**config.mk**
```make
export PLATFORM = sky130hd
export DESIGN_NAME = sdr_pwrup_seq
export DESIGN_NICKNAME = d
export VERILOG_FILES = /design/src/rtl/sdr_init_pkg.sv /design/src/rtl/sdr_gap_timer.sv /design/src/rtl/sdr_cmd_encoder.sv /design/src/rtl/sdr_pwrup_seq.sv
export SDC_FILE = /design/constraint.sdc
export NUM_CORES = 1
export LEC_CHECK = 0
export ABC_AREA = 1
export CORE_UTILIZATION = 44
export DETAILED_ROUTE_END_ITERATION = 10
export PLACE_DENSITY = 0.67
export SLEW_MARGIN = 20
export SYNTH_ARGS = -nofsm -noshare
export SYNTH_HDL_FRONTEND = slang
export SYNTH_HIERARCHICAL = 1
export SYNTH_SLANG_ARGS = --single-unit
```
**constraint.sdc**
```tcl
create_clock -name clk -period 4 [get_ports clk]
set_input_delay 0.8 -clock clk [delete_from_list [all_inputs] [get_ports clk]]
set_output_delay 0.8 -clock clk [all_outputs]
set_load 0.03 [all_outputs]
```
**src/rtl/sdr_init_pkg.sv**
```systemverilog
package sdr_init_pkg;

    typedef enum logic [2:0] {
        CMD_NOP,
        CMD_PALL,
        CMD_MRS,
        CMD_EMRS,
        CMD_AREF
    } sdr_cmd_e;

    typedef enum logic [3:0] {
        S_PAUSE,
        S_PALL,
        S_TRP,
        S_MRS,
        S_TMRD_M,
        S_EMRS,
        S_TMRD_E,
        S_AREF,
        S_TRC,
        S_DONE
    } init_state_e;

    // Nanoseconds to whole cycles, fractions rounded up, never fewer than two.
    function automatic int unsigned ns_to_cycles(input int unsigned t_ns,
                                                 input int unsigned period_ps);
        int unsigned c;
        c = (t_ns * 1000 + period_ps - 1) / period_ps;
        if (c < 2) c = 2;
        return c;
    endfunction

endpackage

```
**src/rtl/sdr_gap_timer.sv**
```systemverilog
module sdr_gap_timer #(
    parameter int unsigned CNT_W   = 16,
    parameter int unsigned RST_VAL = 0
) (
    input  logic             clk,
    input  logic             rst,
    input  logic             load,
    input  logic [CNT_W-1:0] load_val,
    output logic [CNT_W-1:0] cnt,
    output logic             expired
);

    always_ff @(posedge clk) begin
        if (rst) begin
            cnt <= CNT_W'(RST_VAL);
        end else if (load) begin
            cnt <= load_val;
        end else if (cnt != '0) begin
            cnt <= cnt - 1'b1;
        end
    end

    assign expired = (cnt == '0);

    AST_TIMER_COUNTDOWN: assert property (@(posedge clk) disable iff (rst)
        (!$past(rst) && !$past(load) && $past(cnt) != '0) |-> (cnt == $past(cnt) - 1'b1));

endmodule

```
**src/rtl/sdr_cmd_encoder.sv**
```systemverilog
module sdr_cmd_encoder
    import sdr_init_pkg::*;
#(
    parameter int unsigned ADDR_W       = 13,
    parameter int unsigned BA_W         = 2,
    parameter logic [ADDR_W-1:0] MODE_VAL     = '0,
    parameter logic [ADDR_W-1:0] EXT_MODE_VAL = '0
) (
    input  sdr_cmd_e          cmd,
    output logic              cs_n,
    output logic              ras_n,
    output logic              cas_n,
    output logic              we_n,
    output logic [BA_W-1:0]   ba,
    output logic [ADDR_W-1:0] addr
);

    localparam logic [BA_W-1:0] EXT_BA = {1'b1, {(BA_W-1){1'b0}}};

    always_comb begin
        cs_n  = 1'b0;
        ras_n = 1'b1;
        cas_n = 1'b1;
        we_n  = 1'b1;
        ba    = '0;
        addr  = '0;
        unique case (cmd)
            CMD_NOP: begin
            end
            CMD_PALL: begin
                ras_n    = 1'b0;
                we_n     = 1'b0;
                addr[10] = 1'b1;
            end
            CMD_MRS: begin
                ras_n = 1'b0;
                cas_n = 1'b0;
                we_n  = 1'b0;
                addr  = MODE_VAL;
            end
            CMD_EMRS: begin
                ras_n = 1'b0;
                cas_n = 1'b0;
                we_n  = 1'b0;
                ba    = EXT_BA;
                addr  = EXT_MODE_VAL;
            end
            CMD_AREF: begin
                ras_n = 1'b0;
                cas_n = 1'b0;
            end
            default: begin
            end
        endcase
    end

endmodule

```
**src/rtl/sdr_pwrup_seq.sv**
```systemverilog
module sdr_pwrup_seq
    import sdr_init_pkg::*;
#(
    parameter int unsigned CLK_PERIOD_PS = 8000,
    parameter int unsigned T_PAUSE_NS    = 200000,
    parameter int unsigned T_RP_NS       = 18,
    parameter int unsigned T_RC_NS       = 60,
    parameter int unsigned T_MRD_NS      = 16,
    parameter int unsigned REF_COUNT     = 2,
    parameter bit          MRS_FIRST     = 1'b1,
    parameter int unsigned ADDR_W        = 13,
    parameter int unsigned BA_W          = 2,
    parameter logic [ADDR_W-1:0] MODE_VAL     = 13'h0032,
    parameter logic [ADDR_W-1:0] EXT_MODE_VAL = 13'h0020
) (
    input  logic              clk,
    input  logic              rst,
    output logic              cs_n,
    output logic              ras_n,
    output logic              cas_n,
    output logic              we_n,
    output logic              cke,
    output logic              dqm,
    output logic [BA_W-1:0]   ba,
    output logic [ADDR_W-1:0] addr,
    output logic              init_done
);

    localparam int unsigned PAUSE_CYC = ns_to_cycles(T_PAUSE_NS, CLK_PERIOD_PS);
    localparam int unsigned RP_CYC    = ns_to_cycles(T_RP_NS, CLK_PERIOD_PS);
    localparam int unsigned RC_CYC    = ns_to_cycles(T_RC_NS, CLK_PERIOD_PS);
    localparam int unsigned MRD_CYC   = ns_to_cycles(T_MRD_NS, CLK_PERIOD_PS);
    localparam int unsigned REF_N     = (REF_COUNT < 2) ? 2 : REF_COUNT;
    localparam int unsigned CNT_W     = $clog2(PAUSE_CYC + 1);
    localparam int unsigned REF_W     = $clog2(REF_N + 1);
    localparam logic [CNT_W-1:0] RP_LOAD  = CNT_W'(RP_CYC - 2);
    localparam logic [CNT_W-1:0] RC_LOAD  = CNT_W'(RC_CYC - 2);
    localparam logic [CNT_W-1:0] MRD_LOAD = CNT_W'(MRD_CYC - 2);

    init_state_e      state, nxt;
    sdr_cmd_e         cmd;
    logic [REF_W-1:0] ref_cnt;
    logic             tmr_load;
    logic [CNT_W-1:0] tmr_val;
    logic [CNT_W-1:0] tmr_cnt;
    logic             tmr_exp;

    sdr_gap_timer #(
        .CNT_W   (CNT_W),
        .RST_VAL (PAUSE_CYC - 1)
    ) gap_tmr_i (
        .clk      (clk),
        .rst      (rst),
        .load     (tmr_load),
        .load_val (tmr_val),
        .cnt      (tmr_cnt),
        .expired  (tmr_exp)
    );

    // State register
    always_ff @(posedge clk) begin
        if (rst) state <= S_PAUSE;
        else     state <= nxt;
    end

    always_ff @(posedge clk) begin
        if (rst)                  ref_cnt <= '0;
        else if (state == S_AREF) ref_cnt <= ref_cnt + 1'b1;
    end

    // Next state and gap timer loading
    always_comb begin
        nxt      = state;
        tmr_load = 1'b0;
        tmr_val  = '0;
        unique case (state)
            S_PAUSE:  if (tmr_exp) nxt = S_PALL;
            S_PALL: begin
                tmr_load = 1'b1;
                tmr_val  = RP_LOAD;
                nxt      = S_TRP;
            end
            S_TRP:    if (tmr_exp) nxt = MRS_FIRST ? S_MRS : S_AREF;
            S_MRS: begin
                tmr_load = 1'b1;
                tmr_val  = MRD_LOAD;
                nxt      = S_TMRD_M;
            end
            S_TMRD_M: if (tmr_exp) nxt = S_EMRS;
            S_EMRS: begin
                tmr_load = 1'b1;
                tmr_val  = MRD_LOAD;
                nxt      = S_TMRD_E;
            end
            S_TMRD_E: if (tmr_exp) nxt = MRS_FIRST ? S_AREF : S_DONE;
            S_AREF: begin
                tmr_load = 1'b1;
                tmr_val  = RC_LOAD;
                nxt      = S_TRC;
            end
            S_TRC: begin
                if (tmr_exp) begin
                    if (ref_cnt < REF_W'(REF_N)) nxt = S_AREF;
                    else                         nxt = MRS_FIRST ? S_DONE : S_MRS;
                end
            end
            S_DONE:   nxt = S_DONE;
            default:  nxt = S_PAUSE;
        endcase
    end

    // Outputs
    always_comb begin
        unique case (state)
            S_PALL:  cmd = CMD_PALL;
            S_MRS:   cmd = CMD_MRS;
            S_EMRS:  cmd = CMD_EMRS;
            S_AREF:  cmd = CMD_AREF;
            default: cmd = CMD_NOP;
        endcase
    end

    assign cke       = 1'b1;
    assign dqm       = 1'b1;
    assign init_done = (state == S_DONE);

    sdr_cmd_encoder #(
        .ADDR_W       (ADDR_W),
        .BA_W         (BA_W),
        .MODE_VAL     (MODE_VAL),
        .EXT_MODE_VAL (EXT_MODE_VAL)
    ) enc_i (
        .cmd   (cmd),
        .cs_n  (cs_n),
        .ras_n (ras_n),
        .cas_n (cas_n),
        .we_n  (we_n),
        .ba    (ba),
        .addr  (addr)
    );

    AST_NOP_QUIET: assert property (@(posedge clk) disable iff (rst)
        (state inside {S_PAUSE, S_TRP, S_TMRD_M, S_TMRD_E, S_TRC, S_DONE})
        |-> ({cs_n, ras_n, cas_n, we_n} == 4'b0111));
    AST_PALL_A10: assert property (@(posedge clk) disable iff (rst)
        (state == S_PALL) |-> (addr[10] && !cs_n && !ras_n && cas_n && !we_n));
    AST_MRS_BANK: assert property (@(posedge clk) disable iff (rst)
        (state == S_MRS) |-> (ba == '0 && addr == MODE_VAL));
    AST_EMRS_BANK: assert property (@(posedge clk) disable iff (rst)
        (state == S_EMRS) |-> (ba[BA_W-1] && addr == EXT_MODE_VAL));
    AST_REF_BOUND: assert property (@(posedge clk) disable iff (rst)
        ref_cnt <= REF_W'(REF_N));
    AST_DONE_STICKY: assert property (@(posedge clk) disable iff (rst)
        init_done |=> init_done);
    AST_RESTART: assert property (@(posedge clk)
        rst |=> !init_done);

endmodule

```
=== Word-level counts from Yosys, hierarchy flattened ===
Cells that the tools add are included.

* Register bits: 21
* Input bits: 2
* Output and inout port bits: 22
* Logic and storage cells: 51

* Add/subtract/negate cells: 2
* Order comparisons: 1
* Equality and inequality tests: 18
* Muxes and demuxes: 18
* Reductions and logical operators: 9

{| class="wikitable"
|+ Operator list
! cell !! number
|-
| 4-bit one-hot mux with 10 select lines || 1
|-
| 15-bit two-way mux || 2
|-
| 4-bit two-way mux || 6
|-
| 4-bit by 3-bit equality test with 1-bit output (second input constant) || 4
|-
| 15-bit zero test || 1
|-
| 15-bit nonzero test || 1
|-
| 15-bit by 1-bit subtractor with 15-bit output (second input constant) || 1
|-
| 3-bit one-hot mux with 4 select lines || 1
|-
| 6-bit one-hot mux with 2 select lines || 1
|-
| 2-bit by 1-bit inequality test with 1-bit output (second input constant) || 5
|-
| 4-bit by 2-bit equality test with 1-bit output (second input constant) || 2
|-
| 4-bit equality test (second input constant) || 2
|-
| 4-bit OR reduction || 2
|-
| 3-bit by 2-bit equality test with 1-bit output (second input constant) || 2
|-
| 3-bit one-hot mux with 2 select lines || 1
|-
| 3-bit OR reduction || 2
|-
| 1-bit two-way mux || 5
|-
| 5-bit AND reduction || 1
|-
| 4-bit by 1-bit equality test with 1-bit output (second input constant) || 1
|-
| 4-bit zero test || 1
|-
| 3-bit by 1-bit equality test with 1-bit output (second input constant) || 1
|-
| 3-bit equality test (second input constant) || 1
|-
| 2-bit by 1-bit adder with 2-bit output (second input constant) || 1
|-
| 2-bit < comparator (second input constant) || 1
|-
| 2 further kinds || 2
|}

=== Depth between registers and ports, before layout ===
* Word-level depth: 5
* Depth in mapped cells: 10
* Depth with buffers taken out: 10

=== Hierarchy ===
The synthesis kept the hierarchy.

{| class="wikitable"
|+ Modules (own cells, without submodules)
! module !! times used !! cells an instance !! area each (um^2) !! seq. area each (um^2)
|-
| sdr_gap_timer || 1 || 134 || 903.4 || 300.3
|-
| sdr_pwrup_seq || 1 || 64 || 394.1 || 120.1
|-
| sdr_cmd_encoder || 1 || 28 || 160.2 || 0.0
|}

=== Worst setup path after synthesis ===
Ideal clock, no wire load.

* Kind: flip-flop to output port
* From: reg state[2]
* To: out addr[4]
* Arrival: 1.461 ns
* Required time: 3.200 ns
* Path slack: 1.739 ns
* Stages on the path, launching flop included: 8
* Path buffers: 1
* Path through: dfxtp_1 inv_2 nor2_4 nand3_1 nand2_1 nand2_2 nor2_1 buf_4

* Word-level cells in the longest chain between the ends: 4
* Elaborated cells on any way between the ends: 8
* Those cells by class: eq/ne: 6; mux: 2

{| class="wikitable"
|+ Ends and longest elaborated chain
! element !! RTL line !! source
|-
| start: declaration || sdr_pwrup_seq.sv:40 || <nowiki>init_state_e state, nxt;</nowiki>
|-
| start signal: assignment || sdr_pwrup_seq.sv:63 || <nowiki>else state <= nxt;</nowiki>
|-
| 4-bit by 3-bit equality test with 1-bit output, or another cell as far along || sdr_pwrup_seq.sv:114 || <nowiki>unique case (state)</nowiki>
|-
| 3-bit one-hot mux with 4 select lines * || sdr_pwrup_seq.sv:114 ||
|-
| net cmd[1] || sdr_pwrup_seq.sv:41 || <nowiki>sdr_cmd_e cmd;</nowiki>
|-
| 3-bit by 2-bit equality test with 1-bit output || sdr_cmd_encoder.sv:27 || <nowiki>unique case (cmd)</nowiki>
|-
| 6-bit one-hot mux with 2 select lines * || sdr_cmd_encoder.sv:27 ||
|-
| end: declaration || sdr_pwrup_seq.sv:25 || <nowiki>output logic [ADDR_W-1:0] addr,</nowiki>
|}

The timed path passes the listed nets; every way through them passes the cells marked *.

=== Worst setup path in the final report ===
* From: reg state[0]
* To: out ras_n

* Word-level cells in the longest chain between the ends: 5
* Elaborated cells on any way between the ends: 11
* Those cells by class: eq/ne: 8; mux: 2; reduce/logical: 1

{| class="wikitable"
|+ Ends and longest elaborated chain
! element !! RTL line !! source
|-
| 4-bit by 3-bit equality test with 1-bit output, or another cell as far along || sdr_pwrup_seq.sv:114 ||
|-
| 3-bit one-hot mux with 4 select lines * || sdr_pwrup_seq.sv:114 ||
|-
| net cmd[0] || sdr_pwrup_seq.sv:41 ||
|-
| 3-bit equality test, or another cell as far along || sdr_cmd_encoder.sv:27 ||
|-
| 4-bit OR reduction (no line) * || - ||
|-
| 1-bit two-way mux * || sdr_cmd_encoder.sv:27 ||
|-
| end: declaration || sdr_pwrup_seq.sv:19 || <nowiki>output logic ras_n,</nowiki>
|}

Marked as above.

==> impl_metrics.ini <==
[synth]
netlist_area_um2 = 1460
ys_ff_latch = 21
synth_cell_types = 28
ys_seq_area_share_pct = 28.8
synthCells = 226
synth.area.top_cells = dfxtp_1 29%, nand2_1 11%, nor2_1 9.0%
syn_area_per_cell_um2 = 6.45
yosysTopAreaCell = dfxtp_1
synth_top_area_share_pct = 28.8
yosysWarnings = 6

[layout]
area_delta_synth_final_pct = 9.61
diodes = 0
fill_cells = 338
drive_gt1_share_pct = 13.9
fin_nets = 248

[clocking]
clock-sinks = 21
post-cts-setup-buffer-count = 0
cts.clk_slew.worst_paths_ns = 0.13
cts_buffer_depth = 2
cts_buffers = 3
cts_hold_buffers = 0
clk_latency_ns = 0.31
tritoncts = yes
root_buffer = clkbuf_4
ctsResizeCount = 0
h-tree-depth = 1

[route]
wl_per_cell_um = 9.63
vias_per_cell = 4.59
wl_mm = 2.77
drt_first_pass_iters = 4
ant_nets = 0
drc = 0
via_count = 1323
drt_iter0_drc = 29

[die]
num_rows = 20
io_pins = 24
fp.dieW_um = 59.6
core_um2 = 3100
dieArea_um2 = 3550
start_util_pct = 47.0
die_h_um = 59.6

[worst_setup_path]
arrival_ns = 2.14
r2r.worst_path.cells = 7
r2r_slack_ns = 2.04
crit_cells = 7
cpPeakStageDelay_ns = 0.68
required_ns = 3.20
r2r_end = gap_tmr_i/cnt[11]$_SDFFE_PP0P_
crit_buf_inv = 2
r2r-start = state[0]$_SDFFE_PP0P_
cpMostUsedCell = nor2_1
cp_max_fo = 9
end_kind = primary output
cp-start-kind = flip-flop
crit_family = buffers and inverters
slowest_stage = clkdlybuf4s50_1
cp-startpoint = state[0]$_SDFFE_PP0P_
worstSetupPathType = reg2out
path_cells = nand2_1 -> nor2_1 -> inv_1 -> nand2_2 -> nor2_2 -> nor2_1 -> clkdlybuf4s50_1

[sta]
report.final.slew_viol_count = 0
max_freq_mhz = 341
period_share_pct = 73.4
slew_headroom_pct = 49.7
tightest_slew_ns = 0.752
rsz0062_at_grt = false
finalClockSkew_ns = 0.00872
min_period_ns = 2.94
hold_viol = 0
setup_viol = 0
hold_slack_ns = 0.494
tns_ns = 0

[global_route]
overflow = 0
antenna_found_initial = 0
track_usage_pct = 18.8
grt_max_degree = 19
grt_pass1_vias = 1170
grt_pass1_wl_mm = 5.06

[flow_run]
maxCapViolations = 0

[run_status]
status = completed

[hold_path]
hold_path_end = gap_tmr_i/cnt[1]$_SDFFE_PP1P_
hold_path_startpoint = gap_tmr_i/cnt[1]$_SDFFE_PP1P_
hold-path-cell-count = 2
hp-class = reg2reg

[power_and_ir_drop]
p_total_mw = 0.356
power.density_nw_per_um2 = 223
ir_drop_v = 0.000135
leakage_nw = 0.756

[place]
hpwl_mm = 2.11
gp_congestion = 0.863
numPortBuffers = 10
[area by class of cell]
class                   instances  area [µm²]  share of cell area (%)
clock buffers                   3        22.5                    1.41
clock inverters                 1        5.00                   0.313
well taps                      44        55.1                    3.45
flip-flops and latches         21         420                    26.3
inverters                      30         113                    7.05
repair buffers                 10         100                    6.26
multi-input cells             179         882                    55.2
[sequential cells by signal (all words and copies together) (netlist names)]
register,flops
ref_cnt,2
state,4
gap_tmr_i/cnt,15
[layout by cell type (no fill, tap or decap)]
cell              n
a21o_1            1
clkbuf_4          3
a21oi_2           1
o21ai_0           8
nand3_4           1
ha_1              1
a21oi_1          12
nor2_8            1
nor2_4            1
o21ai_1           4
inv_1            22
inv_2             8
xor2_1            4
clkinv_2          1
nor3_2            1
nand2_1          42
nand3_1          15
o211ai_1          3
xnor2_1           2
nand2_2           7
clkdlybuf4s50_1  10
dfxtp_1          21
nand3_2           2
nor2_2            8
nand4_1           2
nor3_1            3
conb_1           25
nor2_1           35
[synth_stat cells]
library cell	count
o21ai_0	8
nor3_2	1
nand3_4	1
o211ai_1	3
xnor2_1	2
a21o_1	1
conb_1	3
nand2_2	7
inv_2	8
xor2_1	4
clkbuf_1	2
nor3_1	3
ha_1	1
a21oi_1	12
nand2_1	42
nand3_1	15
nor2_4	1
a21oi_2	1
buf_2	1
buf_4	15
o21ai_1	4
nand3_2	2
nand4_1	2
dfxtp_1	21
nor2_2	8
nor2_8	1
nor2_1	35
inv_1	22
[layer usage]
| layer | track usage [%] | routed length (µm) |
|---|---|---|
| met5 | 0 | 0 |
| met4 | 7.97 | 20 |
| met3 | 2.18 | 76 |
| met2 | 30.0 | 1280 |
| met1 | 25.7 | 1400 |
[power by group]
part	internal (mW)	switching, mW
clock network	0.0373	0.0706
registers	0.212	0.00201
logic	0.00645	0.0275
[worst max-delay path by stage]
stage          endpoint  slack [ns]
2_1_floorplan   addr[4]        1.74
3_3_place_gp      ras_n        1.46
3_5_place_dp      ras_n        1.40
4_1_cts           ras_n        1.05
5_1_grt           ras_n        0.89
6_report          ras_n        1.06
[worst register-to-register path, stage by stage, from the launching register on]
cell	delay [ns]
dfxtp_1	0.53
nand2_1	0.16
inv_1	0.41
inv_1	0.32
nand2_2	0.21
inv_2	0.09
nand2_1	0.06
a21oi_1	0.05
[stage by stage]
stage          area [µm²]  std cells  util (%)  setup WS (ns)
3_3_place_gp         1570        284      50.6           1.46
6_report             1600        288      51.5           1.06
5_1_grt              1600        288      51.5          0.888
4_1_cts              1600        288      51.5           1.05
2_1_floorplan        1540        248         -           1.74
3_5_place_dp         1570        284      50.6           1.40
[logic make-up (layout without fill, tap and decap cells)]
| kind of cell | Yosys count | count (layout) | synth area share, % |
|---|---|---|---|
| adder cells (fa/ha/maj) | 1 | 1 | 0.858 |
| other | 3 | 25 | 0.772 |
| XOR/XNOR | 6 | 6 | 3.61 |
| buffers and inverters | 48 | 44 | 16.3 |
| AND/OR/NAND/NOR | 118 | 118 | 38.7 |
| flip-flops | 21 | 21 | 28.8 |
| AO/OA/AOI/OAI | 29 | 29 | 10.9 |
No activity file was read; power rests on OpenSTA's default activity.
